**src/rtl/pwm_pkg.sv**
```systemverilog
package pwm_pkg;
    localparam int unsigned PWM_AW  = 32;
    localparam int unsigned PWM_DW  = 32;
    localparam int unsigned PWM_BW  = PWM_DW / 8;
    localparam int unsigned PWM_OFS = $clog2(PWM_BW);

    typedef struct packed {
        logic [PWM_AW-1:0] addr;
        logic              io;
        logic [PWM_BW-1:0] be;
        logic [PWM_DW-1:0] data;
    } pwm_ent_t;
endpackage

```
**src/rtl/pwm_fifo.sv**
```systemverilog
module pwm_fifo
    import pwm_pkg::*;
#(
    parameter int unsigned DEPTH = 4,
    localparam int unsigned PW = (DEPTH > 1) ? $clog2(DEPTH) : 1,
    localparam int unsigned CW = $clog2(DEPTH + 1)
) (
    input  logic              clk,
    input  logic              rst_n,
    input  logic              push,
    input  pwm_ent_t          push_ent,
    input  logic              merge,
    input  logic [PWM_BW-1:0] merge_be,
    input  logic [PWM_DW-1:0] merge_data,
    input  logic              pop,
    output pwm_ent_t          head,
    output pwm_ent_t          tail,
    output logic [CW-1:0]     count
);
    typedef struct packed {
        pwm_ent_t [DEPTH-1:0] mem;
        logic [PW-1:0]        wp;
        logic [PW-1:0]        rp;
        logic [CW-1:0]        cnt;
    } fifo_st_t;

    fifo_st_t      st_d, st_q;
    logic [PW-1:0] tail_idx;

    function automatic logic [PW-1:0] ptr_inc(input logic [PW-1:0] p);
        return (p == PW'(DEPTH - 1)) ? '0 : p + PW'(1);
    endfunction

    always_comb begin
        tail_idx = (st_q.wp == '0) ? PW'(DEPTH - 1) : st_q.wp - PW'(1);
        st_d     = st_q;
        if (merge) begin
            st_d.mem[tail_idx].be   = merge_be;
            st_d.mem[tail_idx].data = merge_data;
        end
        if (push) begin
            st_d.mem[st_q.wp] = push_ent;
            st_d.wp           = ptr_inc(st_q.wp);
        end
        if (pop) begin
            st_d.rp = ptr_inc(st_q.rp);
        end
        st_d.cnt = st_q.cnt + CW'(push) - CW'(pop);
    end

    always_ff @(posedge clk or negedge rst_n) begin
        if (!rst_n) st_q <= '0;
        else        st_q <= st_d;
    end

    assign head  = st_q.mem[st_q.rp];
    assign tail  = st_q.mem[tail_idx];
    assign count = st_q.cnt;


    no_overflow_chk: assert property (@(posedge clk) disable iff (!rst_n)
        push |-> (st_q.cnt < CW'(DEPTH)));


    no_underflow_chk: assert property (@(posedge clk) disable iff (!rst_n)
        pop |-> (st_q.cnt != '0));


    merge_not_head_chk: assert property (@(posedge clk) disable iff (!rst_n)
        merge |-> (st_q.cnt >= CW'(2)));
endmodule

```
**src/rtl/pwm_merge_ctl.sv**
```systemverilog
module pwm_merge_ctl
    import pwm_pkg::*;
#(
    parameter int unsigned DEPTH = 4,
    localparam int unsigned CW = $clog2(DEPTH + 1)
) (
    input  logic              wr_fire,
    input  pwm_ent_t          up_ent,
    input  pwm_ent_t          tail,
    input  logic [CW-1:0]     count,
    output logic              push,
    output logic              merge,
    output logic [PWM_BW-1:0] merge_be,
    output logic [PWM_DW-1:0] merge_data
);
    logic [PWM_AW-1:0] addr_diff;
    logic              same_dw;
    logic              tail_open;

    always_comb begin
        addr_diff = up_ent.addr ^ tail.addr;
        same_dw   = ((addr_diff >> PWM_OFS) == '0);
        tail_open = (count >= CW'(2));
        merge     = wr_fire && !up_ent.io && !tail.io && same_dw && tail_open;
        push      = wr_fire && !merge;
        merge_be  = tail.be | up_ent.be;
    end

    for (genvar i = 0; i < PWM_BW; i++) begin : g_lane
        assign merge_data[8*i +: 8] = up_ent.be[i] ? up_ent.data[8*i +: 8]
                                                   : tail.data[8*i +: 8];
    end
endmodule

```
**src/rtl/pwm_rd_slot.sv**
```systemverilog
module pwm_rd_slot
    import pwm_pkg::*;
(
    input  logic              clk,
    input  logic              rst_n,
    input  logic              rd_accept,
    input  logic [PWM_AW-1:0] up_addr,
    input  logic              up_io,
    input  logic [PWM_BW-1:0] up_be,
    input  logic              fifo_empty,
    input  logic              dn_ready,
    input  logic              dn_rvalid,
    input  logic [PWM_DW-1:0] dn_rdata,
    output logic              rd_present,
    output logic              rd_busy,
    output logic [PWM_AW-1:0] rd_addr,
    output logic              rd_io,
    output logic [PWM_BW-1:0] rd_be,
    output logic              up_rvalid,
    output logic [PWM_DW-1:0] up_rdata
);
    typedef struct packed {
        logic              pend;
        logic              wt;
        logic [PWM_AW-1:0] addr;
        logic              io;
        logic [PWM_BW-1:0] be;
        logic              rvalid;
        logic [PWM_DW-1:0] rdata;
    } rd_st_t;

    rd_st_t rs_d, rs_q;
    logic   issue;

    always_comb begin
        rs_d      = rs_q;
        rs_d.rvalid = 1'b0;
        issue     = rs_q.pend && fifo_empty && dn_ready;
        if (rd_accept) begin
            rs_d.pend = 1'b1;
            rs_d.addr = up_addr;
            rs_d.io   = up_io;
            rs_d.be   = up_be;
        end
        if (issue) begin
            rs_d.pend = 1'b0;
            rs_d.wt   = 1'b1;
        end
        if (rs_q.wt && dn_rvalid) begin
            rs_d.wt     = 1'b0;
            rs_d.rvalid = 1'b1;
            rs_d.rdata  = dn_rdata;
        end
    end

    always_ff @(posedge clk or negedge rst_n) begin
        if (!rst_n) rs_q <= '0;
        else        rs_q <= rs_d;
    end

    assign rd_present = rs_q.pend && fifo_empty;
    assign rd_busy    = rs_q.pend || rs_q.wt;
    assign rd_addr    = rs_q.addr;
    assign rd_io      = rs_q.io;
    assign rd_be      = rs_q.be;
    assign up_rvalid  = rs_q.rvalid;
    assign up_rdata   = rs_q.rdata;


    rd_single_chk: assert property (@(posedge clk) disable iff (!rst_n)
        rd_accept |-> !(rs_q.pend || rs_q.wt));
endmodule

```
**src/rtl/posted_wr_merge.sv**
```systemverilog
module posted_wr_merge
    import pwm_pkg::*;
#(
    parameter int unsigned DEPTH = 4,
    localparam int unsigned CW = $clog2(DEPTH + 1)
) (
    input  logic              clk,
    input  logic              rst_n,
    input  logic              up_valid,
    output logic              up_ready,
    input  logic [PWM_AW-1:0] up_addr,
    input  logic              up_io,
    input  logic              up_write,
    input  logic [PWM_BW-1:0] up_be,
    input  logic [PWM_DW-1:0] up_data,
    output logic              up_rvalid,
    output logic [PWM_DW-1:0] up_rdata,
    output logic              dn_valid,
    input  logic              dn_ready,
    output logic [PWM_AW-1:0] dn_addr,
    output logic              dn_io,
    output logic              dn_write,
    output logic [PWM_BW-1:0] dn_be,
    output logic [PWM_DW-1:0] dn_data,
    input  logic              dn_rvalid,
    input  logic [PWM_DW-1:0] dn_rdata
);
    localparam logic [PWM_AW-1:0] DW_MASK = {{(PWM_AW - PWM_OFS){1'b1}}, {PWM_OFS{1'b0}}};

    pwm_ent_t          up_ent, head, tail;
    logic [CW-1:0]     count;
    logic              fifo_empty, up_fire, wr_fire, rd_accept;
    logic              push, merge, pop;
    logic [PWM_BW-1:0] merge_be;
    logic [PWM_DW-1:0] merge_data;
    logic              rd_present, rd_busy, rd_io;
    logic [PWM_AW-1:0] rd_addr;
    logic [PWM_BW-1:0] rd_be;

    always_comb begin
        up_ent     = '{addr: up_addr, io: up_io, be: up_be, data: up_data};
        fifo_empty = (count == '0);
        up_ready   = !rd_busy && (count < CW'(DEPTH));
        up_fire    = up_valid && up_ready;
        wr_fire    = up_fire && up_write;
        rd_accept  = up_fire && !up_write;
        pop        = !fifo_empty && dn_ready;
        if (!fifo_empty) begin
            dn_valid = 1'b1;
            dn_write = 1'b1;
            dn_addr  = head.io ? head.addr : (head.addr & DW_MASK);
            dn_io    = head.io;
            dn_be    = head.be;
            dn_data  = head.data;
        end else begin
            dn_valid = rd_present;
            dn_write = 1'b0;
            dn_addr  = rd_addr;
            dn_io    = rd_io;
            dn_be    = rd_be;
            dn_data  = '0;
        end
    end

    pwm_merge_ctl #(.DEPTH(DEPTH)) u_ctl (
        .wr_fire    (wr_fire),
        .up_ent     (up_ent),
        .tail       (tail),
        .count      (count),
        .push       (push),
        .merge      (merge),
        .merge_be   (merge_be),
        .merge_data (merge_data)
    );

    pwm_fifo #(.DEPTH(DEPTH)) u_fifo (
        .clk        (clk),
        .rst_n      (rst_n),
        .push       (push),
        .push_ent   (up_ent),
        .merge      (merge),
        .merge_be   (merge_be),
        .merge_data (merge_data),
        .pop        (pop),
        .head       (head),
        .tail       (tail),
        .count      (count)
    );

    pwm_rd_slot u_rd (
        .clk        (clk),
        .rst_n      (rst_n),
        .rd_accept  (rd_accept),
        .up_addr    (up_addr),
        .up_io      (up_io),
        .up_be      (up_be),
        .fifo_empty (fifo_empty),
        .dn_ready   (dn_ready),
        .dn_rvalid  (dn_rvalid),
        .dn_rdata   (dn_rdata),
        .rd_present (rd_present),
        .rd_busy    (rd_busy),
        .rd_addr    (rd_addr),
        .rd_io      (rd_io),
        .rd_be      (rd_be),
        .up_rvalid  (up_rvalid),
        .up_rdata   (up_rdata)
    );


    dn_hold_chk: assert property (@(posedge clk) disable iff (!rst_n)
        (dn_valid && !dn_ready) |=> (dn_valid && $stable(dn_addr) && $stable(dn_io)
            && $stable(dn_write) && $stable(dn_be) && $stable(dn_data)));


    rd_after_wr_chk: assert property (@(posedge clk) disable iff (!rst_n)
        rd_present |-> (count == '0));


    rd_block_chk: assert property (@(posedge clk) disable iff (!rst_n)
        rd_accept |=> !up_ready);


    io_merge_chk: assert property (@(posedge clk) disable iff (!rst_n)
        merge |-> !up_io);
endmodule

```
**config.mk**
```make
export PLATFORM = sky130hd
export DESIGN_NAME = posted_wr_merge
export DESIGN_NICKNAME = d
export VERILOG_FILES = /design/src/rtl/pwm_pkg.sv /design/src/rtl/pwm_fifo.sv /design/src/rtl/pwm_merge_ctl.sv /design/src/rtl/pwm_rd_slot.sv /design/src/rtl/posted_wr_merge.sv
export SDC_FILE = /design/constraint.sdc
export NUM_CORES = 1
export LEC_CHECK = 0
export BUFFER_PORTS_ARGS = -buffer_cell sky130_fd_sc_hd__buf_2
export CAP_MARGIN = 25
export CORE_MARGIN = 2
export CORE_UTILIZATION = 60
export DETAILED_ROUTE_END_ITERATION = 10
export PLACE_DENSITY = 0.8
export SETUP_SLACK_MARGIN = 0.3
export SLEW_MARGIN = 20
export SYNTH_ARGS = -nofsm -noshare
export SYNTH_HDL_FRONTEND = slang
export SYNTH_SLANG_ARGS = --single-unit
```
**constraint.sdc**
```tcl
create_clock -name clk -period 5.82 [get_ports clk]
set_clock_uncertainty 0.15 [all_clocks]
set_input_delay 0.873 -clock clk [delete_from_list [all_inputs] [get_ports clk]]
set_output_delay 0.873 -clock clk [all_outputs]
set_load 0.05 [all_outputs]
```
### After elaboration in Yosys (flattened, before gate mapping)

Cells that the tools add are included.

* register bits: 355
* output and inout bits: 105
* word-level logic and storage cells: 102

* add/subtract/negate cells: 5
* $lt $le $gt $ge: 7
* equal/unequal tests: 2
* multiplexer cells: 33
* bitwise gates (word level): 2
* reductions and logical operators: 27

Operators with widths (number)
* 276-bit bitwise mux: 3
* 69-bit demux with 2-bit select: 3
* 278-bit two-way mux: 1
* 69-bit binary-select mux with 2-bit select: 2
* 276-bit two-way mux: 1
* 69-bit two-way mux: 3
* 32-bit two-way mux: 3
* 36-bit two-way mux: 1
* 33-bit two-way mux: 1
* 32-bit logical NOT: 1
* 8-bit two-way mux: 4
* 32-bit XOR: 1
* 1-bit logical AND: 15
* 2-bit two-way mux: 5
* 2-bit by 3-bit less-than comparator with 1-bit output, second input constant: 3
* 1-bit logical NOT: 6
* 1-bit two-way mux: 5
* 2-bit by 1-bit adder with 2-bit output, second input constant: 2
* 2-bit equality test, second input constant: 2
* 2-bit by 1-bit >= comparator with 1-bit output, second input constant: 2
* 4-bit two-way mux: 1
* 4-bit bitwise OR: 1
* 2-bit nonzero test: 2
* 3-bit by 1-bit adder with 3-bit output: 1
* 7 further kinds: 7

### Logic depth before layout (Yosys ltp)

* depth after elaboration: 13
* mapped depth: 17
* mapped depth without buffers: 12

### By module

A second synthesis with hierarchy kept.

* cells, all modules: 1713
* area, all modules: 22420.3 µm²

Modules (own cells, without submodules)
* pwm_fifo: instances 1, cells each 1320, area each 17473.0 µm², sequential area each 7081.8 µm²
* pwm_rd_slot: instances 1, cells each 223, area each 3311.9 µm², sequential area each 1801.7 µm²
* posted_wr_merge: instances 1, cells each 87, area each 870.8 µm², sequential area each 0.0 µm²
* pwm_merge_ctl: instances 1, cells each 83, area each 764.5 µm², sequential area each 0.0 µm²

### Worst setup path before layout

Ideal clock, no wire load.

* path kind: reg2reg
* start: register u_fifo.st_q[5] (netlist bit)
* end: register u_fifo.st_q, in the netlist u_fifo.count[2]
* arrival: 4090 ps
* setup slack: 1457 ps
* cell stages (with the launch flop): 18
* path buffers: 5
* clock period less this slack: 4363 ps
* cells stage by stage: dfrtp_1 buf_2 buf_1 inv_1 ha_1 buf_2 inv_1 buf_2 buf_1 mux4_2 xnor2_1 nand4_1 nor4_4 nand3_1 and2_0 ha_1 fa_1 xnor2_1

RTL lines
* start: declaration: RTL line pwm_fifo.sv:27 `fifo_st_t st_d, st_q;`
* start signal: assignment: RTL line pwm_fifo.sv:53 `else st_q <= st_d;`

### Final worst setup path

* start: register u_fifo.st_q[6] (netlist bit)
* end: register u_fifo.st_q[194] (netlist bit)

* cells in the longest elaborated chain, start to end: 11
* elaborated cells on any way between the ends: 25
* classes of those cells: add/sub: 1; order compare: 2; mux: 12; bitwise: 1; reduce/logical: 9

Ends and longest elaborated chain
* 2-bit by 1-bit subtractor with 2-bit output / 2-bit logical NOT (equally long branches): RTL line pwm_fifo.sv:35 `tail_idx = (st_q.wp == '0) ? PW'(DEPTH - 1) : st_q.wp - PW'(1);`
* 2-bit two-way mux: RTL line pwm_fifo.sv:35
* 69-bit binary-select mux with 2-bit select: RTL line pwm_fifo.sv:57 `assign tail = st_q.mem[tail_idx];`
* 69-bit two-way mux (implied by the code): RTL line pwm_fifo.sv:57
* 32-bit XOR / 1-bit logical NOT (equally long branches): RTL line pwm_merge_ctl.sv:21, pwm_merge_ctl.sv:24
* 32-bit logical NOT / 1-bit logical AND (equally long branches): RTL line pwm_merge_ctl.sv:22, pwm_merge_ctl.sv:24
* 1-bit logical AND (2 in a row): RTL line pwm_merge_ctl.sv:24 `merge = wr_fire && !up_ent.io && !tail.io && same_dw && tail_open;`
* 276-bit two-way mux / 1-bit logical NOT (equally long branches): RTL line pwm_fifo.sv:37, pwm_merge_ctl.sv:25
* 276-bit bitwise mux / 1-bit logical AND (equally long branches): RTL line pwm_fifo.sv:42, pwm_merge_ctl.sv:25
* 278-bit two-way mux (*): RTL line pwm_fifo.sv:41 `if (push) begin`

Mark *: on every way between the ends. The rest lies on a longest branch, timed or not. The select of a mux whose other input is x is not followed.
A chain may end at the register's enable or synchronous reset.

==> results.py <==
metrics = {
    "clock_tree": {
        "cts_tree": "yes",
        "cts-htree-levels": 2,
        "cts_hold_buf": 0,
        "clock-root-buffer": "clkbuf_16",
        "clk_latency_ps": 530,
        "cts.sinks": 355,
        "clockBufferDepth": 3,
        "cts_made_buffers": 39,
        "clk_pin_slew_worst_paths_ps": 60,
    },
    "timing": {
        "worstMarginPinSlew_ps": 1070,
        "relSlewSlack_pct": 28.9,
        "period_share_pct": 91.4,
        "tns_ps": 0,
        "slew_viol_final": 0,
        "fin_crit_ps": 5320,
        "fmax_mhz": 188,
        "hold_viol": 0,
        "grt_setup_unrepaired": "false",
        "setup_viol": 0,
    },
    "worst_setup_path": {
        "arrival_ps": 5570,
        "start_kind": "flop",
        "worstSetupPathType": "flop to flop",
        "reg2reg_to": "u_fifo.st_q[194]$_DFFE_PN0P_",
        "critPathSlowestCell": "nor4_4",
        "critPathLaunch": "u_fifo.st_q[6]$_DFFE_PN0N_",
        "critPathMaxStageDelay_ps": 840,
        "worstReg2RegStart": "u_fifo.st_q[6]$_DFFE_PN0N_",
        "r2r_setup_slack_ps": 500,
        "cp_data_required_time_ps": 6070,
        "ff2ff_path_depth": 11,
        "cp-end-kind": "flop",
        "path_max_fanout": 34,
        "cp_cell_sequence": "inv_1 > ha_2 > inv_1 > buf_4 > mux4_2 > xnor2_1 > o2111ai_1 > nor4_4 > a31oi_4 > buf_4 > mux2_2",
        "critPathCapture": "u_fifo.st_q[194]$_DFFE_PN0P_",
    },
    "synthesis": {
        "syn-cell-area_um2": 20000,
        "ys_ff_latch": 355,
        "synth_edf_count": 0,
        "seq_area_frac_synth_pct": 44.4,
        "synth-main-ff-cell": "dfrtp_1",
        "yosysWarnings": 0,
        "synth_top_area_share_pct": 44.4,
        "yosysTopAreaCell": "dfrtp_1",
        "synth.distinct_cells": 51,
        "synthArstFlopShare_pct": 100,
        "syn-num-nets": 1983,
        "syn_area_per_cell_um2": 10.7,
        "netlist_top_cells_area": "dfrtp_1 (44%), mux2_2 (11%), mux4_2 (11%), mux2i_1 (7.5%), nand2_1 (6.5%)",
        "synthCells": 1862,
    },
    "route": {
        "wirelength_um": 52600,
        "vias": 15321,
        "detail_route.first_pass.iterations": 6,
        "antenna_left": 0,
        "viasPerCell": 6.29,
        "avgRoutedWirePerCell_um": 21.6,
        "drt_iter0_markers": 1507,
        "drc_errors": 0,
    },
    "flow_run": {
        "cap_violations": 0,
    },
    "die": {
        "die_area_um2": 34800,
        "coreArea_um2": 32700,
        "die_x_um": 187,
        "rows": 66,
        "die_y_um": 187,
        "ios": 212,
        "start_util_pct": 61.2,
    },
    "power": {
        "seqPwrFrac_pct": 30.8,
        "p_int_mw": 8.26,
        "vdd_drop_max_v": 0.000515,
        "power_frac_comb_pct": 53.3,
        "leakagePower_nw": 9.77,
        "clkPwrFrac_pct": 15.8,
        "power_density_nw_per_um2": 681,
        "switching_power_mw": 7.06,
        "switching_share_pct": 46.1,
        "total_power_mw": 15.3,
    },
    "grt": {
        "grtUsageTotal_pct": 30.5,
        "grt_max_degree": 125,
        "grt_antenna_before_repair": 11,
        "grt_overflow": 0,
        "grt_pass1_vias": 15973,
        "grt_pass1_wl_um": 85400,
    },
    "placed_design": {
        "dpl_cell_area_um2": 21200,
        "numPortBuffers": 211,
        "place.gp.congestion": 0.854,
        "dp_hpwl_um": 31900,
        "dp_cells": 2365,
    },
    "final_layout": {
        "layout.nets": 2086,
        "syn_to_final_growth_pct": 12.3,
        "drive_above_1_share_pct": 31.0,
        "nFillCells": 2398,
        "fin_area_um2": 22500,
        "instances_no_fill": 2437,
        "utilization_pct": 68.7,
    },
    "status": {
        "status": "complete, no violations",
    },
    "worst_hold_path": {
        "hold_path.class": "primary input to async pin",
    },
}
flip-flops by register name, indices dropped and copies added, names as in the netlist:
| register | cells |
|---|---|
| u_rd.rd_be | 4 |
| u_fifo.st_q | 280 |
| u_rd.up_rdata | 32 |
| u_rd.rd_io | 1 |
| u_rd.rd_addr | 32 |
| u_rd.rs_q | 2 |
| u_rd.up_rvalid | 1 |
| u_fifo.count | 3 |
how the worst min path moves through the flow:
stage	to	slack [ps]
global placement	u_rd.up_rdata[1]$_DFFE_PN0P_	330
CTS	u_rd.rd_addr[15]$_DFFE_PN0P_	330
finish	u_rd.rd_addr[6]$_DFFE_PN0P_	300
global route	u_rd.up_rdata[25]$_DFFE_PN0P_	360
detailed placement	u_rd.up_rdata[14]$_DFFE_PN0P_	340
floorplan	u_fifo.st_q[264]$_DFFE_PN0P_	320
cells by family after synthesis:
logic type / Yosys count / share of synthesized area, %
adders and majority gates: 14 / 0.913
and+or+nand+nor: 502 / 11.1
xor gates and xnor gates: 24 / 1.05
AOI/OAI and AO/OA: 285 / 7.65
muxes: 448 / 29.6
DFF: 355 / 44.4
buffers and inverters: 234 / 5.33
per-layer routing:
layer	vias to the layer above	global-route usage, %	part of all wire, %
met5	-	0	0.072
met4	6	13.5	3.6
met3	152	6.58	8.5
met2	775	48.6	47
met1	7636	40.6	41
li1	6752	-	-
critical path: cells and delay by family (launching register included):
family	cells	cell delay [ps]
xor+xnor	1	320
compound gates	2	830
simple gates	1	840
buf+inv	4	1070
fa+ha+maj	1	820
mux	2	680
flops	1	430
Yosys cell counts (all sizes together), types with 13 or more instances:
master	instances
a21oi	17
buf	90
clkbuf	91
dfrtp	355
ha	13
inv	53
mux2	205
mux2i	149
mux4	94
nand2	345
nand3	66
nor2b	33
o21ai	230
xnor2	19
power by group through the flow:
stage | clock network, mW | logic, mW | registers [mW]
finish | 2.43 | 8.16 | 4.72
global route | 2.57 | 8.68 | 4.87
CTS | 2.46 | 8.14 | 4.69
detailed placement | 0 | 8.08 | 4.70
global placement | 0 | 7.89 | 4.60
floorplan | 0 | 6.60 | 4.23
final cells by class:
| class | instances | area (um^2) | share of cell area, % |
|---|---|---|---|
| multi-input combinational | 1273 | 10100 | 45.1 |
| sequential | 355 | 8890 | 39.6 |
| timing repair buffer | 243 | 1430 | 6.35 |
| clock buffer | 57 | 1160 | 5.14 |
| tap | 442 | 553 | 2.46 |
| inverter | 53 | 199 | 0.885 |
| clock inverter | 8 | 92.6 | 0.412 |
| antenna | 6 | 15.0 | 0.0668 |
cell usage in the layout, fill, tap and decap left out, drive strengths merged, types with 12 or more instances in the layout:
| master | netlist | layout |
|---|---|---|
| dfrtp | 355 | 355 |
| nand2 | 345 | 345 |
| buf | 90 | 243 |
| o21ai | 230 | 230 |
| mux2 | 205 | 205 |
| mux2i | 149 | 149 |
| mux4 | 94 | 94 |
| nand3 | 66 | 66 |
| clkbuf | 91 | 57 |
| inv | 53 | 53 |
| nor2b | 33 | 33 |
| xnor2 | 19 | 19 |
| a21oi | 17 | 17 |
| ha | 13 | 13 |
| or3 | 12 | 12 |
| o21a | 12 | 12 |
what timing repair did:
| action | CTS | global route |
|---|---|---|
| gates resized for setup | 0 | 1 |
| buffers inserted | 0 | 0 |
| endpoints found under the setup margin | 0 | 47 |
metrics by stage:
| step | setup slack [ps] | hold WS (ps) |
|---|---|---|
| global placement | 792 | 333 |
| finish | 503 | 303 |
| global route | 327 | 362 |
| floorplan | 1460 | 325 |
| detailed placement | 546 | 340 |
| CTS | 538 | 330 |
No activity file was read; power rests on OpenSTA's default activity.
